<file path="config.mk">
export PLATFORM = sky130hd
export DESIGN_NAME = toy_calendar
export DESIGN_NICKNAME = d
export VERILOG_FILES = /design/src/rtl/toyc_pkg.sv /design/src/rtl/toyc_calendar.sv /design/src/rtl/toyc_alarm.sv /design/src/rtl/toyc_regs.sv /design/src/rtl/toy_calendar.sv
export SDC_FILE = /design/constraint.sdc
export NUM_CORES = 1
export LEC_CHECK = 0
export BUFFER_PORTS_ARGS = -buffer_cell sky130_fd_sc_hd__buf_2
export CAP_MARGIN = 20
export CORE_MARGIN = 2
export CORE_UTILIZATION = 35
export CTS_CLUSTER_SIZE = 12
export DETAILED_ROUTE_END_ITERATION = 12
export GPL_TIMING_DRIVEN = 0
export PLACE_DENSITY_LB_ADDON = 0.1
export SLEW_MARGIN = 25
export SYNTH_ARGS = -nofsm -noshare
export SYNTH_HDL_FRONTEND = slang
export SYNTH_SLANG_ARGS = --single-unit
</file>
<file path="constraint.sdc">
create_clock -name clk -period 3.7 [get_ports clk]
set_input_delay 0.74 -clock clk [delete_from_list [all_inputs] [get_ports clk]]
set_output_delay 0.74 -clock clk [all_outputs]
set_load 0.05 [all_outputs]
</file>
<file path="src/rtl/toyc_pkg.sv">
package toyc_pkg;
  localparam logic [7:0] OFS_TIME_WR  = 8'h24;
  localparam logic [7:0] OFS_YEAR_WR  = 8'h28;
  localparam logic [7:0] OFS_TIME_RD  = 8'h2C;
  localparam logic [7:0] OFS_YEAR_RD  = 8'h30;
  localparam logic [7:0] OFS_ALARM0   = 8'h34;
  localparam logic [7:0] OFS_CTRL     = 8'h40;

  typedef struct packed {
    logic [5:0] mon;
    logic [4:0] day;
    logic [4:0] hour;
    logic [5:0] min;
    logic [5:0] sec;
  } cal_t;

  function automatic logic [4:0] month_len(input logic [5:0] mon, input logic leap);
    case (mon)
      6'd4, 6'd6, 6'd9, 6'd11: month_len = 5'd30;
      6'd2:                    month_len = leap ? 5'd29 : 5'd28;
      default:                 month_len = 5'd31;
    endcase
  endfunction
endpackage

</file>
<file path="src/rtl/toyc_calendar.sv">
module toyc_calendar
  import toyc_pkg::*;
#(
  parameter int SUB_W  = 4,
  parameter int YEAR_W = 32
) (
  input  logic              clk,
  input  logic              rst_n,
  input  logic              adv,
  input  logic              load_time,
  input  logic              load_year,
  input  logic [31:0]       wdata,
  output cal_t              cal_q,
  output logic [SUB_W-1:0]  sub_q,
  output logic [YEAR_W-1:0] year_q,
  output cal_t              cal_nxt,
  output logic [SUB_W-1:0]  sub_nxt,
  output logic [YEAR_W-1:0] year_nxt
);
  localparam logic [SUB_W-1:0] SUB_MAX = {SUB_W{1'b1}};

  logic c_sec, c_min, c_hour, c_day, c_mon;

  always_comb begin
    cal_nxt  = cal_q;
    year_nxt = year_q;
    sub_nxt  = sub_q + 1'b1;
    c_sec    = (sub_q == SUB_MAX);
    c_min    = c_sec  && (cal_q.sec  >= 6'd59);
    c_hour   = c_min  && (cal_q.min  >= 6'd59);
    c_day    = c_hour && (cal_q.hour >= 5'd23);
    c_mon    = c_day  && (cal_q.day  >= month_len(cal_q.mon, year_q[1:0] == 2'b00));
    if (c_sec)  cal_nxt.sec  = c_min  ? 6'd0 : cal_q.sec + 6'd1;
    if (c_min)  cal_nxt.min  = c_hour ? 6'd0 : cal_q.min + 6'd1;
    if (c_hour) cal_nxt.hour = c_day  ? 5'd0 : cal_q.hour + 5'd1;
    if (c_day)  cal_nxt.day  = c_mon  ? 5'd1 : cal_q.day + 5'd1;
    if (c_mon) begin
      if (cal_q.mon >= 6'd12) begin
        cal_nxt.mon = 6'd1;
        year_nxt    = year_q + 1'b1;
      end else begin
        cal_nxt.mon = cal_q.mon + 6'd1;
      end
    end
  end

  always_ff @(posedge clk or negedge rst_n) begin
    if (!rst_n) begin
      cal_q  <= '{mon: 6'd1, day: 5'd1, hour: 5'd0, min: 6'd0, sec: 6'd0};
      sub_q  <= '0;
      year_q <= '0;
    end else if (load_time || load_year) begin
      if (load_time) begin
        cal_q <= '{mon: wdata[31:26], day: wdata[25:21], hour: wdata[20:16],
                   min: wdata[15:10], sec: wdata[9:4]};
        sub_q <= '0;
      end
      if (load_year) year_q <= wdata[YEAR_W-1:0];
    end else if (adv) begin
      cal_q  <= cal_nxt;
      sub_q  <= sub_nxt;
      year_q <= year_nxt;
    end
  end
endmodule

</file>
<file path="src/rtl/toyc_alarm.sv">
module toyc_alarm
  import toyc_pkg::*;
#(
  parameter int SUB_W = 4,
  parameter int YLO_W = 6
) (
  input  logic             clk,
  input  logic             rst_n,
  input  logic             adv,
  input  cal_t             cal_nxt,
  input  logic [SUB_W-1:0] sub_nxt,
  input  logic [YLO_W-1:0] year_lo_nxt,
  input  logic [31:0]      alarm_word,
  output logic             irq
);
  logic hit;

  always_comb begin
    hit = (sub_nxt == '0)
       && (year_lo_nxt  == alarm_word[31:26])
       && (cal_nxt.mon  == {2'b00, alarm_word[25:22]})
       && (cal_nxt.day  == alarm_word[21:17])
       && (cal_nxt.hour == alarm_word[16:12])
       && (cal_nxt.min  == alarm_word[11:6])
       && (cal_nxt.sec  == alarm_word[5:0]);
  end

  always_ff @(posedge clk or negedge rst_n) begin
    if (!rst_n) irq <= 1'b0;
    else        irq <= adv && hit;
  end
endmodule

</file>
<file path="src/rtl/toyc_regs.sv">
module toyc_regs
  import toyc_pkg::*;
#(
  parameter int N_ALARM = 3,
  parameter int ADDR_W  = 8
) (
  input  logic              clk,
  input  logic              rst_n,
  input  logic [ADDR_W-1:0] addr,
  input  logic              we,
  input  logic [31:0]       wdata,
  input  logic [31:0]       time_word,
  input  logic [31:0]       year_word,
  output logic [31:0]       ctrl_q,
  output logic [31:0]       alarm0_q,
  output logic [31:0]       rdata
);
  logic [31:0] alarm_q [N_ALARM];

  for (genvar g = 0; g < N_ALARM; g++) begin : g_alarm
    localparam logic [ADDR_W-1:0] OFS = ADDR_W'(OFS_ALARM0) + ADDR_W'(4 * g);
    always_ff @(posedge clk or negedge rst_n) begin
      if (!rst_n)                 alarm_q[g] <= '0;
      else if (we && addr == OFS) alarm_q[g] <= wdata;
    end
  end

  always_ff @(posedge clk or negedge rst_n) begin
    if (!rst_n)                                 ctrl_q <= '0;
    else if (we && addr == ADDR_W'(OFS_CTRL))   ctrl_q <= wdata;
  end

  assign alarm0_q = alarm_q[0];

  always_comb begin
    rdata = '0;
    if (addr == ADDR_W'(OFS_TIME_RD)) rdata = time_word;
    if (addr == ADDR_W'(OFS_YEAR_RD)) rdata = year_word;
    if (addr == ADDR_W'(OFS_CTRL))    rdata = ctrl_q;
    for (int i = 0; i < N_ALARM; i++)
      if (addr == ADDR_W'(OFS_ALARM0) + ADDR_W'(4 * i)) rdata = alarm_q[i];
  end
endmodule

</file>
<file path="src/rtl/toy_calendar.sv">
module toy_calendar
  import toyc_pkg::*;
#(
  parameter int ADDR_W  = 8,
  parameter int SUB_W   = 4,
  parameter int EN_BIT  = 11,
  parameter int N_ALARM = 3
) (
  input  logic              clk,
  input  logic              rst_n,
  input  logic [ADDR_W-1:0] bus_addr,
  input  logic              bus_we,
  input  logic [31:0]       bus_wdata,
  output logic [31:0]       bus_rdata,
  input  logic              tick_sub,
  output logic              alarm_irq
);
  localparam int YLO_W = 6;

  logic [31:0]      ctrl_q, alarm0_q, time_word, year_q, year_nxt;
  cal_t             cal_q, cal_nxt;
  logic [SUB_W-1:0] sub_q, sub_nxt;
  logic             load_time, load_year, cal_en, adv;

  assign load_time = bus_we && bus_addr == ADDR_W'(OFS_TIME_WR);
  assign load_year = bus_we && bus_addr == ADDR_W'(OFS_YEAR_WR);
  assign cal_en    = ctrl_q[EN_BIT];
  assign adv       = tick_sub && cal_en && !load_time && !load_year;
  assign time_word = {cal_q.mon, cal_q.day, cal_q.hour, cal_q.min, cal_q.sec, sub_q};

  toyc_calendar #(.SUB_W(SUB_W), .YEAR_W(32)) u_cal (
    .clk, .rst_n, .adv, .load_time, .load_year, .wdata(bus_wdata),
    .cal_q, .sub_q, .year_q, .cal_nxt, .sub_nxt, .year_nxt
  );

  toyc_alarm #(.SUB_W(SUB_W), .YLO_W(YLO_W)) u_alarm (
    .clk, .rst_n, .adv, .cal_nxt, .sub_nxt, .year_lo_nxt(year_nxt[YLO_W-1:0]),
    .alarm_word(alarm0_q), .irq(alarm_irq)
  );

  toyc_regs #(.N_ALARM(N_ALARM), .ADDR_W(ADDR_W)) u_regs (
    .clk, .rst_n, .addr(bus_addr), .we(bus_we), .wdata(bus_wdata),
    .time_word, .year_word(year_q), .ctrl_q, .alarm0_q, .rdata(bus_rdata)
  );
endmodule

</file>
---- Word level (Yosys, flattened, before mapping) ----
Index checks and enable logic that the tools add are counted.
cells by class
  add/subtract/negate cells ............... 7
  $lt $le $gt $ge ......................... 5
  equal/unequal tests ..................... 22
  muxes and demuxes ....................... 29
  reductions and logical operators ........ 32
operator list
  kind                                                                number
  two-way mux 32 bit                                                  11
  two-way mux 28 bit                                                  3
  == test 8 x 6 -> 1 bit (second input constant)                      7
  two-way mux 6 bit                                                   6
  adder 32 x 1 -> 32 bit (second input constant)                      1
  logical AND 1 bit                                                   20
  two-way mux 5 bit                                                   4
  adder 6 x 1 -> 6 bit (second input constant)                        3
  == test 6 bit                                                       3
  == test 6 x 3 -> 1 bit (second input constant)                      2
  == test 6 x 4 -> 1 bit (second input constant)                      2
  greater-or-equal comparator 6 bit (second input constant)           2
  two-way mux 4 bit                                                   3
  adder 5 x 1 -> 5 bit (second input constant)                        2
  == test 5 bit                                                       2
  one-hot mux 5 bit (2 select lines)                                  1
  == test 8 x 7 -> 1 bit (second input constant)                      1
  == test 6 x 2 -> 1 bit (second input constant)                      1
  == test 6 x 4 -> 1 bit                                              1
  greater-or-equal comparator 6 x 4 -> 1 bit (second input constant)  1
  nonzero test 2 bit                                                  3
  greater-or-equal comparator 5 bit                                   1
  greater-or-equal comparator 5 bit (second input constant)           1
  adder 4 x 1 -> 4 bit (second input constant)                        1
  other kinds (10)                                                    13
word-level totals
  flip-flop bits (word level) ............. 193
  input port bits ......................... 44
  output and inout port bits .............. 33
  word-level logic and storage cells ...... 108

---- Logic depth before layout (Yosys ltp) ----
  depth in word-level cells ............... 14
  mapped depth ............................ 16
  gate-level depth less buffers ........... 15

---- Cells and area by module ----
Synthesis repeated with hierarchy kept, for this count alone.
second synthesis, totals
  cell total of the unflattened synthesis .. 1,286
  area total of the unflattened synthesis .. 12,557.0 um^2
modules (own cells, without submodules)
  module         times used  cells an instance  area an instance (um^2)  seq. area each (um^2)
  toyc_regs      1           600                7,053.0                  3,203.1
  toyc_calendar  1           632                5,048.6                  1,604.0
  toyc_alarm     1           47                 395.4                    25.0
  toy_calendar   1           7                  60.1                     0.0

---- Worst setup path after synthesis ----
No wires, ideal clock.
  path type ............................... input port to output port
  from .................................... input port bus_addr[7]
  to ...................................... output port bus_rdata[12]
  arrival time ............................ 3.326 ns
  required time ........................... 2.960 ns
  setup slack ............................. -0.366 ns
  cell stages on the path ................. 8
  buffers on the path ..................... 2
  cell sequence ........................... nor3_1 -> and3b_1 -> nand2_1 -> nor3_1 -> clkbuf_1 -> clkbuf_1 -> a22oi_1 -> a41oi_1
on the way
  longest elaborated chain between the ends .. 7
  elaborated cells between the ends (all ways) .. 12
  those cells by class .................... eq/ne (6); mux (6)
ends and longest elaborated chain
  item                             RTL line            source
  start: declaration               toy_calendar.sv:11  input logic [ADDR_W-1:0] bus_addr,
  == test 8 x 6 -> 1 bit           toyc_regs.sv:37     if (addr == ADDR_W'(OFS_TIME_RD)) rdata = time_word;
  two-way mux 32 bit               toyc_regs.sv:37
  two-way mux 32 bit               toyc_regs.sv:38     if (addr == ADDR_W'(OFS_YEAR_RD)) rdata = year_word;
  two-way mux 32 bit               toyc_regs.sv:39     if (addr == ADDR_W'(OFS_CTRL)) rdata = ctrl_q;
  two-way mux 32 bit (2 in a row)  toyc_regs.sv:41     if (addr == ADDR_W'(OFS_ALARM0) + ADDR_W'(4 * i)) rdata = alarm_q[i];
  two-way mux 32 bit *             toyc_regs.sv:41
  end: declaration                 toy_calendar.sv:14  output logic [31:0] bus_rdata,
Every way passes the cells marked *; elsewhere a longest branch is shown, timed or not.

---- Final worst setup path ----
  from .................................... register u_cal.sub_q[0]
  to ...................................... register u_alarm.irq
on the way
  longest elaborated chain between the ends .. 14
  elaborated cells between the ends (all ways) .. 30
  those cells by class .................... add/sub (1); eq/ne (7); mux (10); reduce/logical (12)
ends and longest elaborated chain
  item                      RTL line             source
  start: declaration        toyc_calendar.sv:14  output logic [SUB_W-1:0] sub_q,
  start signal: assignment  toyc_calendar.sv:61  sub_q <= sub_nxt;
  == test 4 bit             toyc_calendar.sv:28  c_sec = (sub_q == SUB_MAX);
  logical AND 1 bit         toyc_calendar.sv:29  c_min = c_sec && (cal_q.sec >= 6'd59);
  logical AND 1 bit         toyc_calendar.sv:30  c_hour = c_min && (cal_q.min >= 6'd59);
  logical AND 1 bit         toyc_calendar.sv:31  c_day = c_hour && (cal_q.hour >= 5'd23);
  logical AND 1 bit         toyc_calendar.sv:32  c_mon = c_day && (cal_q.day >= month_len(cal_q.mon, year_q[1:0] == 2'b00));
  two-way mux 32 bit        toyc_calendar.sv:37  if (c_mon) begin
  == test 6 bit             toyc_alarm.sv:20     && (year_lo_nxt == alarm_word[31:26])
  logical AND 1 bit         toyc_alarm.sv:20
  logical AND 1 bit         toyc_alarm.sv:21     && (cal_nxt.mon == {2'b00, alarm_word[25:22]})
  logical AND 1 bit         toyc_alarm.sv:22     && (cal_nxt.day == alarm_word[21:17])
  logical AND 1 bit         toyc_alarm.sv:23     && (cal_nxt.hour == alarm_word[16:12])
  logical AND 1 bit         toyc_alarm.sv:24     && (cal_nxt.min == alarm_word[11:6])
  logical AND 1 bit *       toyc_alarm.sv:25     && (cal_nxt.sec == alarm_word[5:0]);
  logical AND 1 bit *       toyc_alarm.sv:30     else irq <= adv && hit;
  end signal: assignment    toyc_alarm.sv:30
  end: declaration          toyc_alarm.sv:14     output logic irq
Every way passes the cells marked *; elsewhere a longest branch is shown, timed or not. The select of a mux whose other input is x is not followed.
A chain may end at the register's enable or synchronous reset.

==> impl_metrics.tcl <==
set metrics [dict create \
    critPathTopFamily "simple AND/OR/NAND/NOR gates" \
    cts.sinks 193 \
    power_leakage_uw 0.005911 \
    worst-path-max-fanout 8 \
    p_per_area_nw_per_um2 353.2 \
    hpwl_mm 36.89 \
    synthFlopType "dfrtp_1" \
    netlist_instances 1227 \
    die_w_um 184.7 \
    area_growth_pct 19.41 \
    antenna_found_initial 1 \
    tightestPinTransition_ps 1054 \
    cp_cell_sequence "ha_1, nand4_4, nor2_1, o21ai_0, xor2_1, a311o_1, nor4b_1, nand4_1, nor4_4" \
    period_minus_slack_ps 3630 \
    synth_nets 1285 \
    yosys-top-cells-count "191 x dfrtp_1, 128 x mux2_2, 122 x nor2_1" \
    yosys_register_bits 193 \
    ys_warn_count 0 \
    grtUsageTotal_pct 29.45 \
    wl_per_cell_um 27.53 \
    antenna_cells 0 \
    placed_area_um2 12670 \
    fmax_mhz 275.5 \
    finalCritPeriodShare_pct 98.10 \
    start_util_pct 35.31 \
    crit_arrival_ps 3980 \
    yosysTopAreaCellShare_pct 41.81 \
    grt_pass1_vias 10600 \
    rsz0062_at_grt "true" \
    cp.required_ps 4050 \
    yosysSeqAreaShare_pct 42.27 \
    design.die.area_um2 34120 \
    routabilityCongestion 0.9615 \
    vias_per_cell 6.080 \
    drt-initial-drc-count 1301 \
    grt_pass1_wl_mm 72.03 \
    synth_most_common_cell "dfrtp_1" \
    synth_async_sr_flop_share_pct 100.0 \
    worst_slack_ps 70.21 \
    postLayoutCoreUtil_pct 42.17 \
    cts_made_buffers 17 \
    tritoncts "built" \
    status "finished clean" \
    synth_edf_count 0 \
    io_pins 77 \
    synth_top_area_cell "dfrtp_1" \
    postRouteAntennaNets 0 \
    final_nets 1394 \
    grt_max_degree 81 \
    htreeDepth 4 \
    wl_mm 49.30 \
    critPathCaptureType "flop" \
    overflow 0 \
    cp_slowest_cell "nor2_1" \
    fin_skew_ps 14.62 \
    hold_viol 0 \
    tns_ps 0 \
    drive_gt1_share_pct 25.80 \
    synthDistinctLibCells 75 \
    place.port_buffers 76 \
    hold_buffers 0 \
    syn_area_per_cell_um2 9.316 \
    clkTransAtPathRegs_ps 80 \
    netlist_area_um2 11430 \
    path_class "reg -> reg" \
    maxSlewViolCount 0 \
    clk_latency_ps 470 \
    vias 10890 \
    cts_root_buffer "clkbuf_16" \
    instances_no_fill 1791 \
    clock_path_buffers 2 \
    die_h_um 184.7 \
    setup_viol 0 \
    ir_worst_vdd_mv 0.3527 \
    drc 0 \
    placedCellCount 1747 \
    dp_slack_ps -1931 \
    fillCellCount 3296 \
    rows 66 \
    critPathLaunchType "flop" \
    cap_violations 0 \
    worstHoldPathType "in -> async" \
    design.core.area_um2 32370 \
    dr.pass1.iters 6 \
    slowest_delay_ps 570 \
    path_buf_inv 0 \
    fin_area_um2 13650 \
    ys_top_cells_by_area "dfrtp_1 42%, mux2_2 13%, a21oi_1 4.3%, nor2_1 4.0%, nand2_1 3.6%" \
    maxSlewHeadroom_pct 29.77 \
]
-- per-layer routing --
| layer | global-route usage (%) | wire length (µm) |
|---|---|---|
| met5 | 0 | 0 |
| met1 | 42.10 | 22150 |
| met4 | 12.98 | 2087 |
| met3 | 3.754 | 3449 |
| met2 | 44.56 | 21620 |
-- cell families after synthesis --
| group | synth area share (%) |
|---|---|
| buffers and inverters | 3.678 |
| XOR/XNOR | 1.686 |
| AO/OA/AOI/OAI | 20.75 |
| multiplexers | 14.10 |
| AND/OR/NAND/NOR | 15.98 |
| flip-flops | 42.27 |
| adder cells (fa/ha/maj) | 1.532 |
-- flip-flops by register name, indices dropped and copies added (netlist names) --
name and cells:
u_regs.alarm_q 64, u_cal.year_q 32, u_regs.alarm0_q 32, u_regs.ctrl_q 32, u_cal.cal_q 28, u_cal.sub_q 4, u_alarm.irq 1
-- power by group --
| part | internal [µW] | switching (µW) |
|---|---|---|
| combinational | 185 | 327 |
| clock | 1090 | 913 |
| sequential | 2200 | 103 |
| total | 3480 | 1340 |
-- cell type report --
cell class	count	area [µm²]	share of cell area [%]
plain buffers	81	404.1	2.961
clock buffers	21	450.4	3.300
clock inverters	11	155.1	1.137
inverters	23	86.33	0.6325
multi-input cells	928	6558	48.04
flip-flops and latches	193	4833	35.41
well taps	442	553.0	4.052
repair buffers	92	609.3	4.464
-- cells in the final DEF (no fill, tap or decap), drive strengths merged, types with 24 or more instances in the layout --
master  synthesis  routed
nor3           24      24
inv            23      25
buf            25     117
nor2          122     122
o21ai          80      80
mux2          128     128
dfrtp         191     191
a21oi          99      99
nand3          39      39
nand2         113     113
clkbuf         58      77
a22oi          46      46
-- what timing repair did --
| action | 4_1_cts | 5_1_grt |
|---|---|---|
| setup endpoints to repair | 81 | 50 |
| gates resized for setup | 72 | 24 |
| endpoints found under the hold margin | 0 | 0 |
| buffers inserted | 4 | 10 |
| pin swaps | 2 | 8 |
-- per-stage QoR --
stage / power, µW / hold slack [ps]
global route: 4977 / 328.1
global placement: 2819 / 486.2
detailed placement: 2833 / 493.7
finish: 4821 / 287.3
floorplan: 2573 / 444.4
CTS: 4821 / 299.6
-- final timing paths --
kind,startpoint,endpoint,slack [ps],cells past startpoint
worst max-delay path,u_cal.sub_q[0],u_alarm.irq,70,9
worst min-delay path,rst_n,u_cal.cal_q[20],290,1
worst max register to register,u_cal.sub_q[0],u_alarm.irq,70,9
worst min register to register,u_regs.ctrl_q[29],u_regs.ctrl_q[29],510,1
max in group asynchronous,rst_n,u_regs.alarm_q[7],2300,3
min in group clk,u_regs.ctrl_q[29],u_regs.ctrl_q[29],510,1
No activity file was read; power rests on OpenSTA's default activity.
